==> config.mk <==
export PLATFORM = sky130hd
export DESIGN_NAME = mbfe_top
export DESIGN_NICKNAME = d
export VERILOG_FILES = /design/src/rtl/mbfe_pkg.sv /design/src/rtl/mbfe_deglitch.sv /design/src/rtl/mbfe_delay.sv /design/src/rtl/mbfe_wrcap.sv /design/src/rtl/mbfe_idle.sv /design/src/rtl/mbfe_top.sv
export SDC_FILE = /design/constraint.sdc
export NUM_CORES = 1
export LEC_CHECK = 0
export ABC_CLOCK_PERIOD_IN_PS = 3400
export CAP_MARGIN = 20
export CORE_UTILIZATION = 35
export DETAILED_ROUTE_END_ITERATION = 7
export PLACE_DENSITY_LB_ADDON = 0.25
export SETUP_SLACK_MARGIN = 0.5
export SLEW_MARGIN = 20
export SYNTH_ARGS = -nofsm -noshare
export SYNTH_HDL_FRONTEND = slang
export SYNTH_SLANG_ARGS = --single-unit
==> constraint.sdc <==
create_clock -name clk -period 3.4 [get_ports clk]
set_input_delay 0.68 -clock clk [delete_from_list [all_inputs] [get_ports clk]]
set_output_delay 0.68 -clock clk [all_outputs]
set_load 0.03 [all_outputs]
==> src/rtl/mbfe_pkg.sv <==
// Shared types for the asynchronous memory bus front end.
package mbfe_pkg;
    typedef enum logic [1:0] {
        CYC_STANDBY = 2'd0,
        CYC_READ    = 2'd1,
        CYC_WRITE   = 2'd2,
        CYC_ODIS    = 2'd3
    } cyc_kind_t;
endpackage

==> src/rtl/mbfe_deglitch.sv <==
// Synchroniser and glitch filter for one active-low strobe pin.
// The output follows the synchronised pin only after the pin has shown the
// new level for HOLD_CYC consecutive samples. Total latency from pin to
// level is SYNC_STAGES + HOLD_CYC clocks. Assumes an idle-high pin.
module mbfe_deglitch #(
    parameter int SYNC_STAGES = 2,
    parameter int HOLD_CYC    = 2
) (
    input  logic clk,
    input  logic rst_n,
    input  logic pin_in,
    output logic level
);
    localparam int CW = $clog2(HOLD_CYC + 1);

    logic [SYNC_STAGES-1:0] sync;
    logic [CW-1:0]          cnt;
    logic                   s;

    assign s = sync[SYNC_STAGES-1];

    // Shift the raw pin through the synchroniser chain.
    always_ff @(posedge clk) begin
        if (!rst_n) sync <= '1;
        else        sync <= {sync[SYNC_STAGES-2:0], pin_in};
    end

    // Count consecutive differing samples and accept the new level at HOLD_CYC.
    always_ff @(posedge clk) begin
        if (!rst_n) begin
            level <= 1'b1;
            cnt   <= '0;
        end else if (s == level) begin
            cnt <= '0;
        end else if (cnt == CW'(HOLD_CYC - 1)) begin
            level <= s;
            cnt   <= '0;
        end else begin
            cnt <= cnt + 1'b1;
        end
    end


    level_follows_sample_chk: assert property (@(posedge clk) disable iff (!rst_n)
        (level != $past(level)) |-> ($past(s) == level));
endmodule

==> src/rtl/mbfe_delay.sv <==
// Fixed-depth register delay line used to align the address and data buses
// with the strobe path. Assumes DEPTH >= 1.
module mbfe_delay #(
    parameter int W     = 8,
    parameter int DEPTH = 4
) (
    input  logic         clk,
    input  logic         rst_n,
    input  logic [W-1:0] d,
    output logic [W-1:0] q
);
    logic [W-1:0] stg [DEPTH];

    // Shift the bus one stage per clock.
    always_ff @(posedge clk) begin
        if (!rst_n) begin
            for (int i = 0; i < DEPTH; i++) stg[i] <= '0;
        end else begin
            stg[0] <= d;
            for (int i = 1; i < DEPTH; i++) stg[i] <= stg[i-1];
        end
    end

    assign q = stg[DEPTH-1];
endmodule

==> src/rtl/mbfe_wrcap.sv <==
// Write capture. Works on filtered strobes and bus values aligned to them.
// The write window is CE low and WE low. The address is taken when the window
// opens, which is the later falling edge. The data are taken when it closes,
// which is the earlier rising edge, and a one-cycle report follows unless OE
// was low anywhere inside the window.
module mbfe_wrcap #(
    parameter int ADDR_W = 22,
    parameter int DATA_W = 16
) (
    input  logic              clk,
    input  logic              rst_n,
    input  logic              ce_f,
    input  logic              oe_f,
    input  logic              we_f,
    input  logic              byte_d,
    input  logic [ADDR_W-1:0] addr_d,
    input  logic [DATA_W-1:0] dq_d,
    output logic              wr_pulse,
    output logic [ADDR_W-1:0] wr_addr,
    output logic              wr_lsb,
    output logic [DATA_W-1:0] wr_data,
    output logic              wr_x8
);
    localparam int LO_W = DATA_W / 2;

    logic sel, sel_q, oe_bad;

    assign sel = ~ce_f & ~we_f;

    // Edge tracking of the write window and capture of the address, data and report.
    always_ff @(posedge clk) begin
        if (!rst_n) begin
            sel_q    <= 1'b0;
            oe_bad   <= 1'b0;
            wr_pulse <= 1'b0;
            wr_addr  <= '0;
            wr_lsb   <= 1'b0;
            wr_data  <= '0;
            wr_x8    <= 1'b0;
        end else begin
            sel_q    <= sel;
            wr_pulse <= 1'b0;
            if (sel && !sel_q) begin
                wr_addr <= addr_d;
                wr_lsb  <= byte_d & dq_d[DATA_W-1];
                wr_x8   <= byte_d;
                oe_bad  <= ~oe_f;
            end else if (sel && sel_q) begin
                oe_bad  <= oe_bad | ~oe_f;
            end else if (!sel && sel_q) begin
                wr_pulse <= ~oe_bad;
                wr_data  <= wr_x8 ? {{(DATA_W-LO_W){1'b0}}, dq_d[LO_W-1:0]} : dq_d;
            end
        end
    end


    pulse_single_chk: assert property (@(posedge clk) disable iff (!rst_n)
        wr_pulse |=> !wr_pulse);


    oe_held_high_chk: assert property (@(posedge clk) disable iff (!rst_n)
        wr_pulse |-> $past(oe_f, 2));
endmodule

==> src/rtl/mbfe_idle.sv <==
// Idle timer. Counts clocks since the last bus activity and raises the
// standby flag once IDLE_CYC quiet clocks have passed. Activity clears it.
module mbfe_idle #(
    parameter int IDLE_CYC = 75
) (
    input  logic clk,
    input  logic rst_n,
    input  logic activity,
    output logic auto_stby
);
    localparam int CW = $clog2(IDLE_CYC + 1);

    logic [CW-1:0] cnt;

    // Restart on activity, otherwise count up to the idle limit and hold.
    always_ff @(posedge clk) begin
        if (!rst_n) begin
            cnt       <= '0;
            auto_stby <= 1'b0;
        end else if (activity) begin
            cnt       <= '0;
            auto_stby <= 1'b0;
        end else if (cnt == CW'(IDLE_CYC - 1)) begin
            auto_stby <= 1'b1;
        end else begin
            cnt <= cnt + 1'b1;
        end
    end


    stby_after_quiet_chk: assert property (@(posedge clk) disable iff (!rst_n)
        $rose(auto_stby) |-> !$past(activity));
endmodule

==> src/rtl/mbfe_top.sv <==
// Asynchronous memory bus front end, top level.
// Filters the three strobes, delays address and data by the same latency,
// classifies the bus cycle, drives the data bus enables, reports writes and
// tracks idle time. Assumes DATA_W is even and the top data bit doubles as
// the byte select address bit in 8-bit organisation.
module mbfe_top
    import mbfe_pkg::*;
#(
    parameter int ADDR_W      = 22,
    parameter int DATA_W      = 16,
    parameter int SYNC_STAGES = 2,
    parameter int CLK_PS      = 4000,
    parameter int GLITCH_PS   = 5000,
    parameter int IDLE_PS     = 300000
) (
    input  logic              clk,
    input  logic              rst_n,
    input  logic              ce_n,
    input  logic              oe_n,
    input  logic              we_n,
    input  logic              x8_n,
    input  logic [ADDR_W-1:0] addr_in,
    input  logic [DATA_W-1:0] dq_in,
    output logic [1:0]        cyc_kind,
    output logic              dq_oe_lo,
    output logic              dq_oe_hi,
    output logic              wr_pulse,
    output logic [ADDR_W-1:0] wr_addr,
    output logic              wr_lsb,
    output logic [DATA_W-1:0] wr_data,
    output logic              wr_x8,
    output logic              auto_stby
);
    localparam int GLITCH_CYC = (GLITCH_PS + CLK_PS - 1) / CLK_PS;
    localparam int IDLE_CYC   = (IDLE_PS + CLK_PS - 1) / CLK_PS;
    localparam int LAT        = SYNC_STAGES + GLITCH_CYC;
    localparam int BUS_W      = 1 + ADDR_W + DATA_W;

    logic [2:0]        pins_raw, ctrl_f, ctrl_q;
    logic              ce_f, oe_f, we_f;
    logic [BUS_W-1:0]  bus_d;
    logic              byte_d;
    logic [ADDR_W-1:0] addr_d;
    logic [DATA_W-1:0] dq_d;
    logic [ADDR_W:0]   loc_now, loc_q;
    logic              activity;
    cyc_kind_t         kind;

    assign pins_raw = {ce_n, oe_n, we_n};

    // One filter per strobe pin.
    for (genvar i = 0; i < 3; i++) begin : g_strobe
        mbfe_deglitch #(
            .SYNC_STAGES (SYNC_STAGES),
            .HOLD_CYC    (GLITCH_CYC)
        ) u_flt (
            .clk    (clk),
            .rst_n  (rst_n),
            .pin_in (pins_raw[i]),
            .level  (ctrl_f[i])
        );
    end

    assign ce_f = ctrl_f[2];
    assign oe_f = ctrl_f[1];
    assign we_f = ctrl_f[0];

    mbfe_delay #(
        .W     (BUS_W),
        .DEPTH (LAT)
    ) u_bus_dly (
        .clk   (clk),
        .rst_n (rst_n),
        .d     ({x8_n, addr_in, dq_in}),
        .q     (bus_d)
    );

    assign byte_d = ~bus_d[BUS_W-1];
    assign addr_d = bus_d[DATA_W +: ADDR_W];
    assign dq_d   = bus_d[DATA_W-1:0];

    // Sort the filtered strobes into a cycle kind.
    always_comb begin
        if (ce_f)              kind = CYC_STANDBY;
        else if (!oe_f && we_f) kind = CYC_READ;
        else if (!we_f && oe_f) kind = CYC_WRITE;
        else                    kind = CYC_ODIS;
    end

    assign cyc_kind = kind;
    assign dq_oe_lo = (kind == CYC_READ);
    assign dq_oe_hi = (kind == CYC_READ) && !byte_d;

    mbfe_wrcap #(
        .ADDR_W (ADDR_W),
        .DATA_W (DATA_W)
    ) u_wrcap (
        .clk      (clk),
        .rst_n    (rst_n),
        .ce_f     (ce_f),
        .oe_f     (oe_f),
        .we_f     (we_f),
        .byte_d   (byte_d),
        .addr_d   (addr_d),
        .dq_d     (dq_d),
        .wr_pulse (wr_pulse),
        .wr_addr  (wr_addr),
        .wr_lsb   (wr_lsb),
        .wr_data  (wr_data),
        .wr_x8    (wr_x8)
    );

    assign loc_now = {addr_d, byte_d & dq_d[DATA_W-1]};

    // Remember last strobe levels and location to detect bus activity.
    always_ff @(posedge clk) begin
        if (!rst_n) begin
            ctrl_q <= '1;
            loc_q  <= '0;
        end else begin
            ctrl_q <= ctrl_f;
            loc_q  <= loc_now;
        end
    end

    assign activity = (ctrl_f != ctrl_q) || (loc_now != loc_q);

    mbfe_idle #(
        .IDLE_CYC (IDLE_CYC)
    ) u_idle (
        .clk       (clk),
        .rst_n     (rst_n),
        .activity  (activity),
        .auto_stby (auto_stby)
    );


    ce_high_no_write_chk: assert property (@(posedge clk) disable iff (!rst_n)
        (ce_f && $past(ce_f) && $past(ce_f, 2)) |-> !wr_pulse);


    upper_needs_lower_chk: assert property (@(posedge clk) disable iff (!rst_n)
        dq_oe_hi |-> dq_oe_lo);
endmodule

* Word-level counts from Yosys, hierarchy flattened *
Memory sizes are Yosys's and may differ from the RTL's.
Index checks and enable logic that the tools add are counted.

cells by class
  add/sub/neg operators = 4
  eq/ne operators = 10
  mux-type cells = 12
  bitwise gates (word level) = 19
  reduce and logical (&&, ||, !) cells = 21

operators by type and width
  kind                   count
  $mux W39               4
  $ne A23 B23 Y1         1
  $mux W16               1
  $not A1 Y1             12
  $reduce_or A3 Y1       3
  $eq A2 B1 Y1 const B   4
  $add A7 B1 Y7 const B  1
  $eq A7 B7 Y1 const B   1
  $add A2 B1 Y2 const B  3
  $logic_and A1 B1 Y1    6
  $reduce_and A2 Y1      3
  $mux W1                5
  $or A1 B1 Y1           5
  $logic_not A1 Y1       4
  $mux W2                2
  $reduce_or A4 Y1       1
  $eq A1 B1 Y1           3
  $ne A3 B3 Y1           1
  $reduce_and A3 Y1      1
  $and A1 B1 Y1          2
  $reduce_bool A2 Y1     1
  $reduce_or A2 Y1       1
  $logic_or A1 B1 Y1     1

word-level totals
  flip-flop bits (word level) = 92
  bits in writable memories = 156
  input port bits = 44
  output and inout port bits = 46
  word-level logic and storage cells = 87
  memories kept = 1

memory list
  memory         words  bits a word  read ports  clocked after Yosys merged registers in  write ports  line              RTL
  u_bus_dly.stg  4      39           4           0                                        4            mbfe_delay.sv:12  logic [W-1:0] stg [DEPTH];

* Logic depth before layout (Yosys ltp) *
Gate-level depths: netlist of the first run.

  depth after elaboration = 7
  depth in mapped cells = 6
  mapped depth without buffers = 6

* Cells and area by module *
A second synthesis of the first run with hierarchy kept.

second synthesis, totals
  cells, all modules = 689
  area, all modules = 7905.1 µm²

modules (own cells, without submodules)
  module         times used  cells an instance  area an instance (µm²)
  mbfe_delay     1           329                4284.1
  mbfe_wrcap     1           183                1734.2
  mbfe_top       1           97                 1003.5
  mbfe_deglitch  3           14                 168.9
  mbfe_idle      1           38                 376.6

* Worst setup path after synthesis of the first run *
No wires, ideal clock.

  kind = reg-to-output
  start = reg g_strobe[2].u_flt.level
  end = out dq_oe_hi
  arrival = 1640 ps
  required time = 2720 ps
  setup slack = 1080 ps
  cell stages (with the launch flop) = 4
  cell sequence = dfxtp_1 -> buf_2 -> nor3_1 -> and2_1

on the way
  longest elaborated chain between the ends = 3

RTL lines
  element                   line                 RTL
  start: declaration        mbfe_deglitch.sv:12  output logic level
  start signal: assignment  mbfe_deglitch.sv:36  level <= s;
  $mux W2                   mbfe_top.sv:84       if (ce_f) kind = CYC_STANDBY;
  $eq A2 B1 Y1              n/a
  net dq_oe_lo              mbfe_top.sv:25       output logic dq_oe_lo,
  $logic_and A1 B1 Y1       mbfe_top.sv:92       assign dq_oe_hi = (kind == CYC_READ) && !byte_d;
  end: declaration          mbfe_top.sv:26       output logic dq_oe_hi,

The timed path passes the listed nets, and every way through them passes these cells.

* Worst setup path in the final report of the first run *
  start = reg g_strobe[2].u_flt.level
  end = out dq_oe_hi

on the way
  longest elaborated chain between the ends = 3

RTL lines
  element              line
  $mux W2              mbfe_top.sv:84
  $eq A2 B1 Y1         mbfe_top.sv:92
  $logic_and A1 B1 Y1  mbfe_top.sv:92

No other way between the ends.

==> summary.txt, run 1 <==
Total Routed Length - 12900 um
routed wire length per instance - 12.0 um
PD cells - 625 mW/mm^2
Internal Power - 0.00477 W
CTS clk-pin slew, worst paths - 0.06 ns
synthesized cell area - 0.00757 sq mm
max-cap violations - 0
GRT Total Usage - 0.117
crit path DAT - 2.07 ns
Seq cells post-synth - 248
multi-input logic area - 0.00243 sq mm
Flop pwr share - 0.503
most frequent cells in the layout - dfxtp_1, and2_1, clkdlybuf4s50_1
Die Y - 149 um
leading post-synthesis cells by cell area - dfxtp_1, and2_1, nand2_1, a21oi_1, xnor2_1
HP Class - register to register
fin nets - 827
CTS Root Cell - clkbuf_16
register area share after synthesis - 0.656
cell accounting for the most synthesized area - dfxtp_1
Fin Setup TNS - 0 ns
Placement Cell Area - 0.00868 sq mm
crit share post-route - 0.808
Worst Tran Pin Value - 0.958 ns
clock power share - 0.466
Num CTS Buffers - 26
Setup Fix Bufs, Post-CTS - 0
Tmin final - 2.75 ns
hold path depth - 1
Clock Sinks - 248
worst path required time - 2.72 ns
detailed router's first-iteration violation count - 168
CTS tree - done
FP Rows - 53
outcome - completed
WS Path Type - register to output port
first drt pass iteration count - 4
Clock Skew - 0.0193 ns
fillers - 2064
fmax - 0.364 GHz
Net Sw Frac - 0.201
VDD IR max - 316 uV
die footprint - 0.0222 sq mm
gpl congestion - 0.751
Reg area - 0.00497 sq mm
Final Cell Area - 0.00956 sq mm
crit path capture type - output port
share of layout cells above drive strength 1 - 0.0689
crit path max fanout - 13
P_sw - 0.00120 W
R2R depth - 4
Logic pwr share - 0.031
Worst slew margin - 0.361
Final setup viols - 0
Core Region - 0.0211 sq mm
routed vias/inst - 4.09
top cell type's share of synthesized area - 0.656
H-tree levels - 1
Post-Synthesis Cells - 694
unrepaired setup endpoints after global routing - no
Startpoint Class - register
# DRC - 0
Ports - 90
diode count - 0
Layout area overhead - 26.3%
first-pass GRT wire length - 21000 um
leakage power - 3.72 nW
Post-DP HPWL - 8160 um
most common library cell in the layout ignoring fill and taps - dfxtp_1
Clock Path Buffers - 3
Synth Warn # - 0
post-route ant nets - 0
Unique masters post-synth - 31
initial antenna violation count - 0
endpoints failing hold - 0
vias post-DR - 4389
pin count of the biggest net entering global routing - 73
Die W - 149 um
Slew Viols, Final - 0
worst-skew pair later-pin latency - 0.52 ns
vias in the first global route - 4158
syn_area_per_cell - 10.9 sq um
cts repair resizes - 0
Mapped Nets - 743
Initial Utilization - 0.359
total gr overflow - 0
Port Buffer Count - 89
hold_buf cts - 0
[area by class of cell]
cell class,count,share of cell area
clock buffers,37,0.0787
multi-input cells,402,0.254
clock inverters,11,0.0124
well taps,275,0.0360
flip-flops and latches,248,0.520
inverters,7,0.00275
repair buffers,93,0.0961
[registers in the layout, summed over array words and instances, names as in the netlist]
| name | cells |
|---|---|
| u_bus_dly.stg | 156 |
| loc_q | 23 |
| u_wrcap.wr_addr | 22 |
| u_wrcap.wr_data | 16 |
| u_idle.cnt | 7 |
| g_strobe.u_flt.cnt | 6 |
| g_strobe.u_flt.sync | 6 |
| ctrl_q | 3 |
| g_strobe.u_flt.level | 3 |
| u_idle.auto_stby | 1 |
| u_wrcap.oe_bad | 1 |
| u_wrcap.sel_q | 1 |
| u_wrcap.wr_lsb | 1 |
| u_wrcap.wr_pulse | 1 |
| u_wrcap.wr_x8 | 1 |
[cell families (layout without fill, tap and decap cells)]
| logic type | count (synthesis) | count (layout) | synth area share |
|---|---|---|---|
| adder cells (fa/ha/maj) | 5 | 5 | 0.00827 |
| multiplexers | 1 | 1 | 0.00132 |
| buffers and inverters | 44 | 148 | 0.0236 |
| AO/OA/AOI/OAI | 50 | 50 | 0.0413 |
| XOR/XNOR | 34 | 34 | 0.0393 |
| AND/OR/NAND/NOR | 312 | 312 | 0.230 |
| flip-flops | 248 | 248 | 0.656 |
[worst paths after layout]
path | startpoint | end | slack [ns]
worst max register to register | u_bus_dly.stg[3][30] | u_idle.cnt[1] | 1.47
worst min-delay path | u_bus_dly.stg[1][36] | u_bus_dly.stg[2][36] | 0.41
worst max-delay path | g_strobe[2].u_flt.level | dq_oe_hi | 0.65
worst min register to register | u_bus_dly.stg[1][36] | u_bus_dly.stg[2][36] | 0.41
[cell usage after synthesis, drive strengths merged]
master and number:
o21ai 1, nand3b 9, or3 5, dfxtp 248, and3 1, xor2 17
a21oi 42, inv 7, a2111oi 2, o21a 1, nor2 14, mux2i 1
a211oi 1, o2111ai 1, ha 5, nand3 2, nor3 11, xnor2 17
nand4 3, nor4bb 1, and2 179, nor4 3, buf 9, nand2 75
o211ai 2, nand2b 8, nor2b 1, clkbuf 28
[critical path: stages, from the launching register on]
cell	delay (ns)
dfxtp_1	0.45
nor3_1	0.28
and2_1	0.16
clkdlybuf4s50_1	0.66
[metal layers]
metal,wire length (um),global-route usage,vias up
met5,0,0,-
met4,298,0.0434,0
met3,625,0.0263,22
met2,5400,0.175,82
met1,6600,0.165,1937
li1,-,-,2348
[power groups by stage]
stage / Clock [W] / Sequential (W) / Combinational [W]
2_1_floorplan: 0 / 0.00306 / 0.000121
3_3_place_gp: 0 / 0.00307 / 0.000187
3_5_place_dp: 0 / 0.00307 / 0.000189
4_1_cts: 0.00287 / 0.00301 / 0.000190
5_1_grt: 0.00300 / 0.00301 / 0.000209
6_report: 0.00278 / 0.00301 / 0.000185
[stage by stage]
stage / util / std cells / setup slack, ns / total power, W / hold slack [ns]
2_1_floorplan: - / 694 / 1.08 / 0.00318 / 0.386
3_3_place_gp: 0.412 / 1025 / 1.10 / 0.00326 / 0.393
3_5_place_dp: 0.412 / 1025 / 1.06 / 0.00326 / 0.392
4_1_cts: 0.453 / 1073 / 0.518 / 0.00607 / 0.414
5_1_grt: 0.453 / 1073 / 0.500 / 0.00622 / 0.428
6_report: 0.453 / 1073 / 0.651 / 0.00598 / 0.412
No activity file was read; power rests on OpenSTA's default activity.
==> run 2: changes to the inputs <==
- ABC_CLOCK_PERIOD_IN_PS: 3400 -> 2400
- clock period: 3.4 -> 2.4 ns (I/O delays scaled with it)
==> run 2 against run 1 <==
  * Hold slack worse by 0.0078 ns
  * Highest routed layer unchanged
  * Total power is 49% higher
  * Global-route usage is 0.11 points lower
  * Die area stayed put
  * Clock skew is 0.0048 ns higher
  * Critical path depth is 1 higher
  * Routed wire length is 0.94% lower
==> summary.txt, run 2 (synthesized netlist as in run 1, its figures left out) <==
Die W - 149 um (unchanged)
Post-DP HPWL - 7940 um (was 8160 um)
highest-delay cell along the critical path - dfxtp_2 (was clkdlybuf4s50_1)
Port Buffer Count - 89 (unchanged)
detailed router's first-iteration violation count - 175 (was 168)
Final setup viols - 0 (unchanged)
routed vias/inst - 4.04 (was 4.09)
crit path max fanout - 4 (was 13)
share of layout cells above drive strength 1 - 0.0849 (was 0.0689)
Clock Sinks - 248 (unchanged)
Biggest register - u_bus_dly.stg (unchanged)
Largest regs - u_bus_dly.stg (156), loc_q (23), u_wrcap.wr_addr (22) (unchanged)
most common library cell in the layout ignoring fill and taps - dfxtp_1 (unchanged)
die footprint - 0.0222 sq mm (unchanged)
pin count of the biggest net entering global routing - 191 (was 73)
fillers - 2017 (was 2064)
Fin Setup TNS - 0 ns (unchanged)
CTS clk-pin slew, worst paths - 0.06 ns (about the same)
crit path capture type - output port (unchanged)
Worst slew margin - 0.506 (was 0.361)
initial antenna violation count - 0 (unchanged)
CTS Root Cell - clkbuf_16 (unchanged)
FP Rows - 53 (unchanged)
vias in the first global route - 4051 (was 4158)
routed wire length per instance - 11.9 um (was 12.0 um)
Clock Path Buffers - 3 (unchanged)
outcome - completed (unchanged)
gpl congestion - 0.736 (was 0.751)
Num CTS Buffers - 26 (unchanged)
worst-skew pair later-pin latency - 0.53 ns (was 0.52 ns)
crit path DAT - 1.36 ns (was 2.07 ns)
multi-input logic area - 0.00244 sq mm (was 0.00243 sq mm)
Core Region - 0.0211 sq mm (unchanged)
Core Util, Final - 0.458 (was 0.453)
Final Cell Area - 0.00966 sq mm (was 0.00956 sq mm)
first-pass GRT wire length - 20700 um (was 21000 um)
leakage power - 4.00 nW (was 3.72 nW)
H-tree levels - 1 (unchanged)
worst path required time - 1.92 ns (was 2.72 ns)
Worst Tran Pin Value - 0.741 ns (was 0.958 ns)
total gr overflow - 0 (unchanged)
Placement Cell Area - 0.00872 sq mm (was 0.00868 sq mm)
CP max stage delay - 0.36 ns (was 0.66 ns)
endpoints failing hold - 0 (unchanged)
fmax - 0.543 GHz
# DRC - 0 (unchanged)
GRT Total Usage - 0.116 (was 0.117)
Critical Path, Cell by Cell - inv_4, nor3_4, and2_1, buf_6 (was nor3_1, and2_1, clkdlybuf4s50_1)
HP Class - register to register (unchanged)
unrepaired setup endpoints after global routing - yes (was no)
Total Routed Length - 12800 um (was 12900 um)
Die Y - 149 um (unchanged)
max-cap violations - 0 (unchanged)
Initial Utilization - 0.359 (unchanged)
post-route ant nets - 0 (unchanged)
crit share post-route - 0.767
VDD IR max - 558 uV (was 316 uV)
Tmin final - 1.84 ns
Startpoint Class - register (unchanged)
WS Path Type - register to output port (unchanged)
first drt pass iteration count - 4 (unchanged)
fin nets - 831 (was 827)
diode count - 0 (unchanged)
Ports - 90 (unchanged)
most frequent cells in the layout - dfxtp_1, and2_1, nand2_1 (was dfxtp_1, and2_1, clkdlybuf4s50_1)
Slew Viols, Final - 0 (unchanged)
PD cells - 923 mW/mm^2 (was 625 mW/mm^2)
max reg flops - 156 (unchanged)
Reg area - 0.00497 sq mm (about the same)
CTS tree - done (unchanged)
Layout area overhead - 27.6% (was 26.3%)
Pwr Total - 0.00891 W (was 0.00598 W)
vias post-DR - 4350 (was 4389)
Clock Skew - 0.0241 ns (was 0.0193 ns)
run 2: changes by cell type in the layout (fill, tap and decap cells not counted), moves of 2 or more:
cell             previous run  this run
dfxtp_1                   247       245
bufinv_16                   2         6
dlygate4sd2_1               0        42
dfxtp_4                     0         2
buf_4                       5        10
clkdlybuf4s50_1            88        42
clkinv_2                    7         2
run 2: through the flow:
stage	instances	setup WS [ns]	hold WS (ns)
4_1_cts	1074	0.401	0.402
5_1_grt	1076	0.474	0.428
3_5_place_dp	1027	0.533	0.396
6_report	1076	0.558	0.405
3_3_place_gp	1027	0.545	0.391
2_1_floorplan	694	0.567	0.386
run 2: report_power, final:
| part | internal [W] | switching [W] |
|---|---|---|
| logic | 0.000149 | 0.000124 |
| registers | 0.00422 | 0.0000344 |
| clock network | 0.00280 | 0.00158 |
run 2: worst paths after layout:
check / from / end / slack (ns) / cells past startpoint
worst max register to register: u_bus_dly.stg[3][30] / u_idle.cnt[1] / 0.62 / 4
worst min-delay path: u_bus_dly.stg[0][15] / u_bus_dly.stg[1][15] / 0.40 / 1
worst max-delay path: g_strobe[0].u_flt.level / dq_oe_hi / 0.56 / 4
worst min register to register: u_bus_dly.stg[0][15] / u_bus_dly.stg[1][15] / 0.40 / 1
run 2: layer usage:
layer  part of all wire  wire length, um  track usage
met1               0.51             6580        0.163
met3              0.048              617       0.0278
met2               0.42             5370        0.172
met5                  0                0            0
met4              0.019              237       0.0429
run 2: area by class of cell:
type	count	share of cell area
flip-flops and latches	248	0.515
multi-input cells	402	0.253
repair buffers	97	0.0932
clock buffers	35	0.0761
well taps	275	0.0356
clock inverters	12	0.0242
inverters	7	0.00298
run 2: repair_timing:
item                                    4_1_cts  5_1_grt
pin swaps                                     0        1
gates resized for setup                      63       14
setup buffers                                 0        2
endpoints found under the setup margin       46        4
hold buffers                                  0        0
run 2: worst max-delay path, delay by kind of cell, from the launching register on:
family / cells / cell delay, ns
DFF: 1 / 0.36
buffers and inverters: 2 / 0.18
and+or+nand+nor: 2 / 0.31
==> run 3: changes to the inputs <==
- ABC_CLOCK_PERIOD_IN_PS: 2400 -> 1630
- clock period: 2.4 -> 1.63 ns (I/O delays scaled with it)
==> run 3 against run 2 <==
  * The run now ends with setup timing left
  * Die area did not move
  * Utilization rose by 6.6 points
  * Clock skew fell by 0.00095 ns
  * Final cell count rose by 5.7%
  * Register-to-register slack got worse by 0.64 ns
  * Total power rose by 44%
  * Non-clock buffer count rose by 63
  * Final area rose by 14%
  * Routed wire length rose by 14%
  * Sequential share of layout area fell by 5.6 points
==> summary.txt, run 3 (synthesized netlist as in run 1, its figures left out) <==
crit path max fanout - 4 (unchanged)
CP dominant cell by count - buf_6
Critical Path, Cell by Cell - buf_6, nor3_4, and2_4, buf_6 (was inv_4, nor3_4, and2_1, buf_6)
Clock Sinks - 248 (unchanged)
CP max stage delay - 0.33 ns (was 0.36 ns)
max reg flops - 156 (unchanged)
Die Y - 149 um (unchanged)
pin count of the biggest net entering global routing - 191 (unchanged)
endpoints failing hold - 0 (unchanged)
fillers - 1840 (was 2017)
GRT Total Usage - 0.124 (was 0.116)
crit path capture type - output port (unchanged)
Flop pwr share - 0.486 (was 0.478)
worst path required time - 1.30 ns (was 1.92 ns)
Core Region - 0.0211 sq mm (unchanged)
Net Sw Frac - 0.196 (was 0.195)
most frequent cells in the layout - dfxtp_1, and2_1, buf_6 (was dfxtp_1, and2_1, nand2_1)
FP Rows - 53 (unchanged)
share of layout cells above drive strength 1 - 0.369 (was 0.0849)
diode count - 0 (unchanged)
fin nets - 893 (was 831)
H-tree levels - 1 (unchanged)
hold_buf cts - 0 (unchanged)
max-cap violations - 0 (unchanged)
highest-delay cell along the critical path - dfxtp_2 (unchanged)
Logic pwr share - 0.042 (was 0.031)
most common library cell in the layout ignoring fill and taps - dfxtp_1 (unchanged)
Setup WS post-layout - -0.106 ns (was 0.558 ns)
Clock Path Buffers - 3 (unchanged)
violations in the final reports - setup timing
Worst Tran Pin Value - 0.634 ns (was 0.741 ns)
Post-DP HPWL - 8070 um (was 7940 um)
# DRC - 0 (unchanged)
vias post-DR - 4690 (was 4350)
gpl congestion - 0.728 (was 0.736)
Worst slew margin - 0.577 (was 0.506)
CTS tree - done (unchanged)
routed vias/inst - 4.12 (was 4.04)
outcome - finished, violations left (was completed)
Ports - 90 (unchanged)
PD cells - 1160 mW/mm^2 (was 923 mW/mm^2)
HP Class - input pin to register (was register to register)
first drt pass iteration count - 4 (unchanged)
Port Buffer Count - 89 (unchanged)
Fin Setup TNS - -0.296 ns (was 0 ns)
Setup WS pre-CTS - 0.0412 ns (was 0.533 ns)
clock power share - 0.473 (was 0.492)
Biggest register - u_bus_dly.stg (unchanged)
crit path buf inv count - 2 (unchanged)
leakage power - 4.40 nW (was 4.00 nW)
Core Util, Final - 0.524 (was 0.458)
die footprint - 0.0222 sq mm (unchanged)
P_sw - 0.00252 W (was 0.00174 W)
WS Path Type - register to output port (unchanged)
Tmin final - 1.74 ns
cell family with most CP delay - flip-flops (unchanged)
Internal Power - 0.0103 W (was 0.00717 W)
total gr overflow - 0 (unchanged)
Clock Skew - 0.0232 ns (was 0.0241 ns)
initial antenna violation count - 0 (unchanged)
post-route ant nets - 0 (unchanged)
first-pass GRT wire length - 22100 um (was 20700 um)
Final setup viols - 10 (was 0)
Startpoint Class - register (unchanged)
Die W - 149 um (unchanged)
vias in the first global route - 4331 (was 4051)
Initial Utilization - 0.359 (unchanged)
CTS Root Cell - clkbuf_16 (unchanged)
unrepaired setup endpoints after global routing - yes (unchanged)
routed wire length per instance - 12.8 um (was 11.9 um)
Num CTS Buffers - 25 (was 26)
fmax - 0.576 GHz
Slew Viols, Final - 0 (unchanged)
crit share post-route - 1.07
crit path DAT - 1.41 ns (was 1.36 ns)
detailed router's first-iteration violation count - 249 (was 175)
Layout area overhead - 45.9% (was 27.6%)
worst-skew pair later-pin latency - 0.51 ns (was 0.53 ns)
Largest regs - u_bus_dly.stg (156), loc_q (23), u_wrcap.wr_addr (22) (unchanged)
VDD IR max - 686 uV (was 558 uV)
CTS clk-pin slew, worst paths - 0.06 ns (about the same)
Total Routed Length - 14600 um (was 12800 um)
-- run 3: cell types whose count changed in the layout (fill, tap and decap cells not counted), moves of 5 or more --
| cell | previous run | this run |
|---|---|---|
| nor3_1 | 9 | 1 |
| dfxtp_2 | 1 | 30 |
| buf_6 | 1 | 60 |
| a21oi_1 | 42 | 5 |
| nor2_1 | 14 | 9 |
| buf_4 | 10 | 49 |
| dfxtp_1 | 245 | 200 |
| a21oi_2 | 0 | 36 |
| nand2_4 | 0 | 32 |
| nand2_1 | 75 | 37 |
| dfxtp_4 | 2 | 18 |
| nand2_2 | 0 | 6 |
| dlygate4sd2_1 | 42 | 0 |
-- run 3: layout make-up --
class	instances	area (sq um)	area share
repair buffers	160	1680	0.152
clock buffers	35	713	0.0646
inverters	7	28.8	0.00261
well taps	275	344	0.0312
clock inverters	10	183	0.0165
multi-input cells	402	3030	0.274
flip-flops and latches	248	5070	0.459
-- run 3: tightest hold or removal path, stage by stage --
cell      delay [ns]
buf_4           0.12
buf_12          0.21
nand2b_1        0.13
-- run 3: routing by layer --
| layer | global-route usage | routed length, um | up-vias |
|---|---|---|---|
| li1 | - | - | 2488 |
| met1 | 0.176 | 7080 | 2098 |
| met2 | 0.188 | 6560 | 79 |
| met3 | 0.0263 | 613 | 25 |
| met4 | 0.0347 | 300 | 0 |
| met5 | 0 | 0 | - |
-- run 3: what timing repair did --
action	CTS	global route
buffers inserted	16	33
endpoints found under the setup margin	97	102
gates resized for setup	379	140
pin swaps	22	46
cloned	4	2
-- run 3: path summary, 6_finish.rpt --
path	from	endpoint	slack [ns]	cells after the start
worst max-delay path	g_strobe[2].u_flt.level	dq_oe_hi	-0.11	4
worst min-delay path	rst_n	g_strobe[2].u_flt.sync[1]	0.32	3
worst max register to register	g_strobe[2].u_flt.level	u_wrcap.wr_data[1]	-0.02	9
worst min register to register	u_bus_dly.stg[1][37]	u_bus_dly.stg[2][37]	0.41	1
-- run 3: metrics by stage --
step / instance area [sq um] / hold slack (ns) / instances / power (W)
2_1_floorplan: 7670 / 0.386 / 694 / 0.00666
3_3_place_gp: 8850 / 0.394 / 1037 / 0.00682
3_5_place_dp: 8850 / 0.397 / 1037 / 0.00683
4_1_cts: 10200 / 0.365 / 1102 / 0.0129
5_1_grt: 11000 / 0.382 / 1137 / 0.0133
6_report: 11000 / 0.323 / 1137 / 0.0128
-- run 3: power groups by stage --
stage,Clock [W],Sequential (W),Combinational [W]
floorplan,0,0.00639,0.000276
global route,0.00648,0.00625,0.000589
detailed placement,0,0.00641,0.000422
finish,0.00607,0.00624,0.000535
global placement,0,0.00640,0.000420
CTS,0.00620,0.00626,0.000464
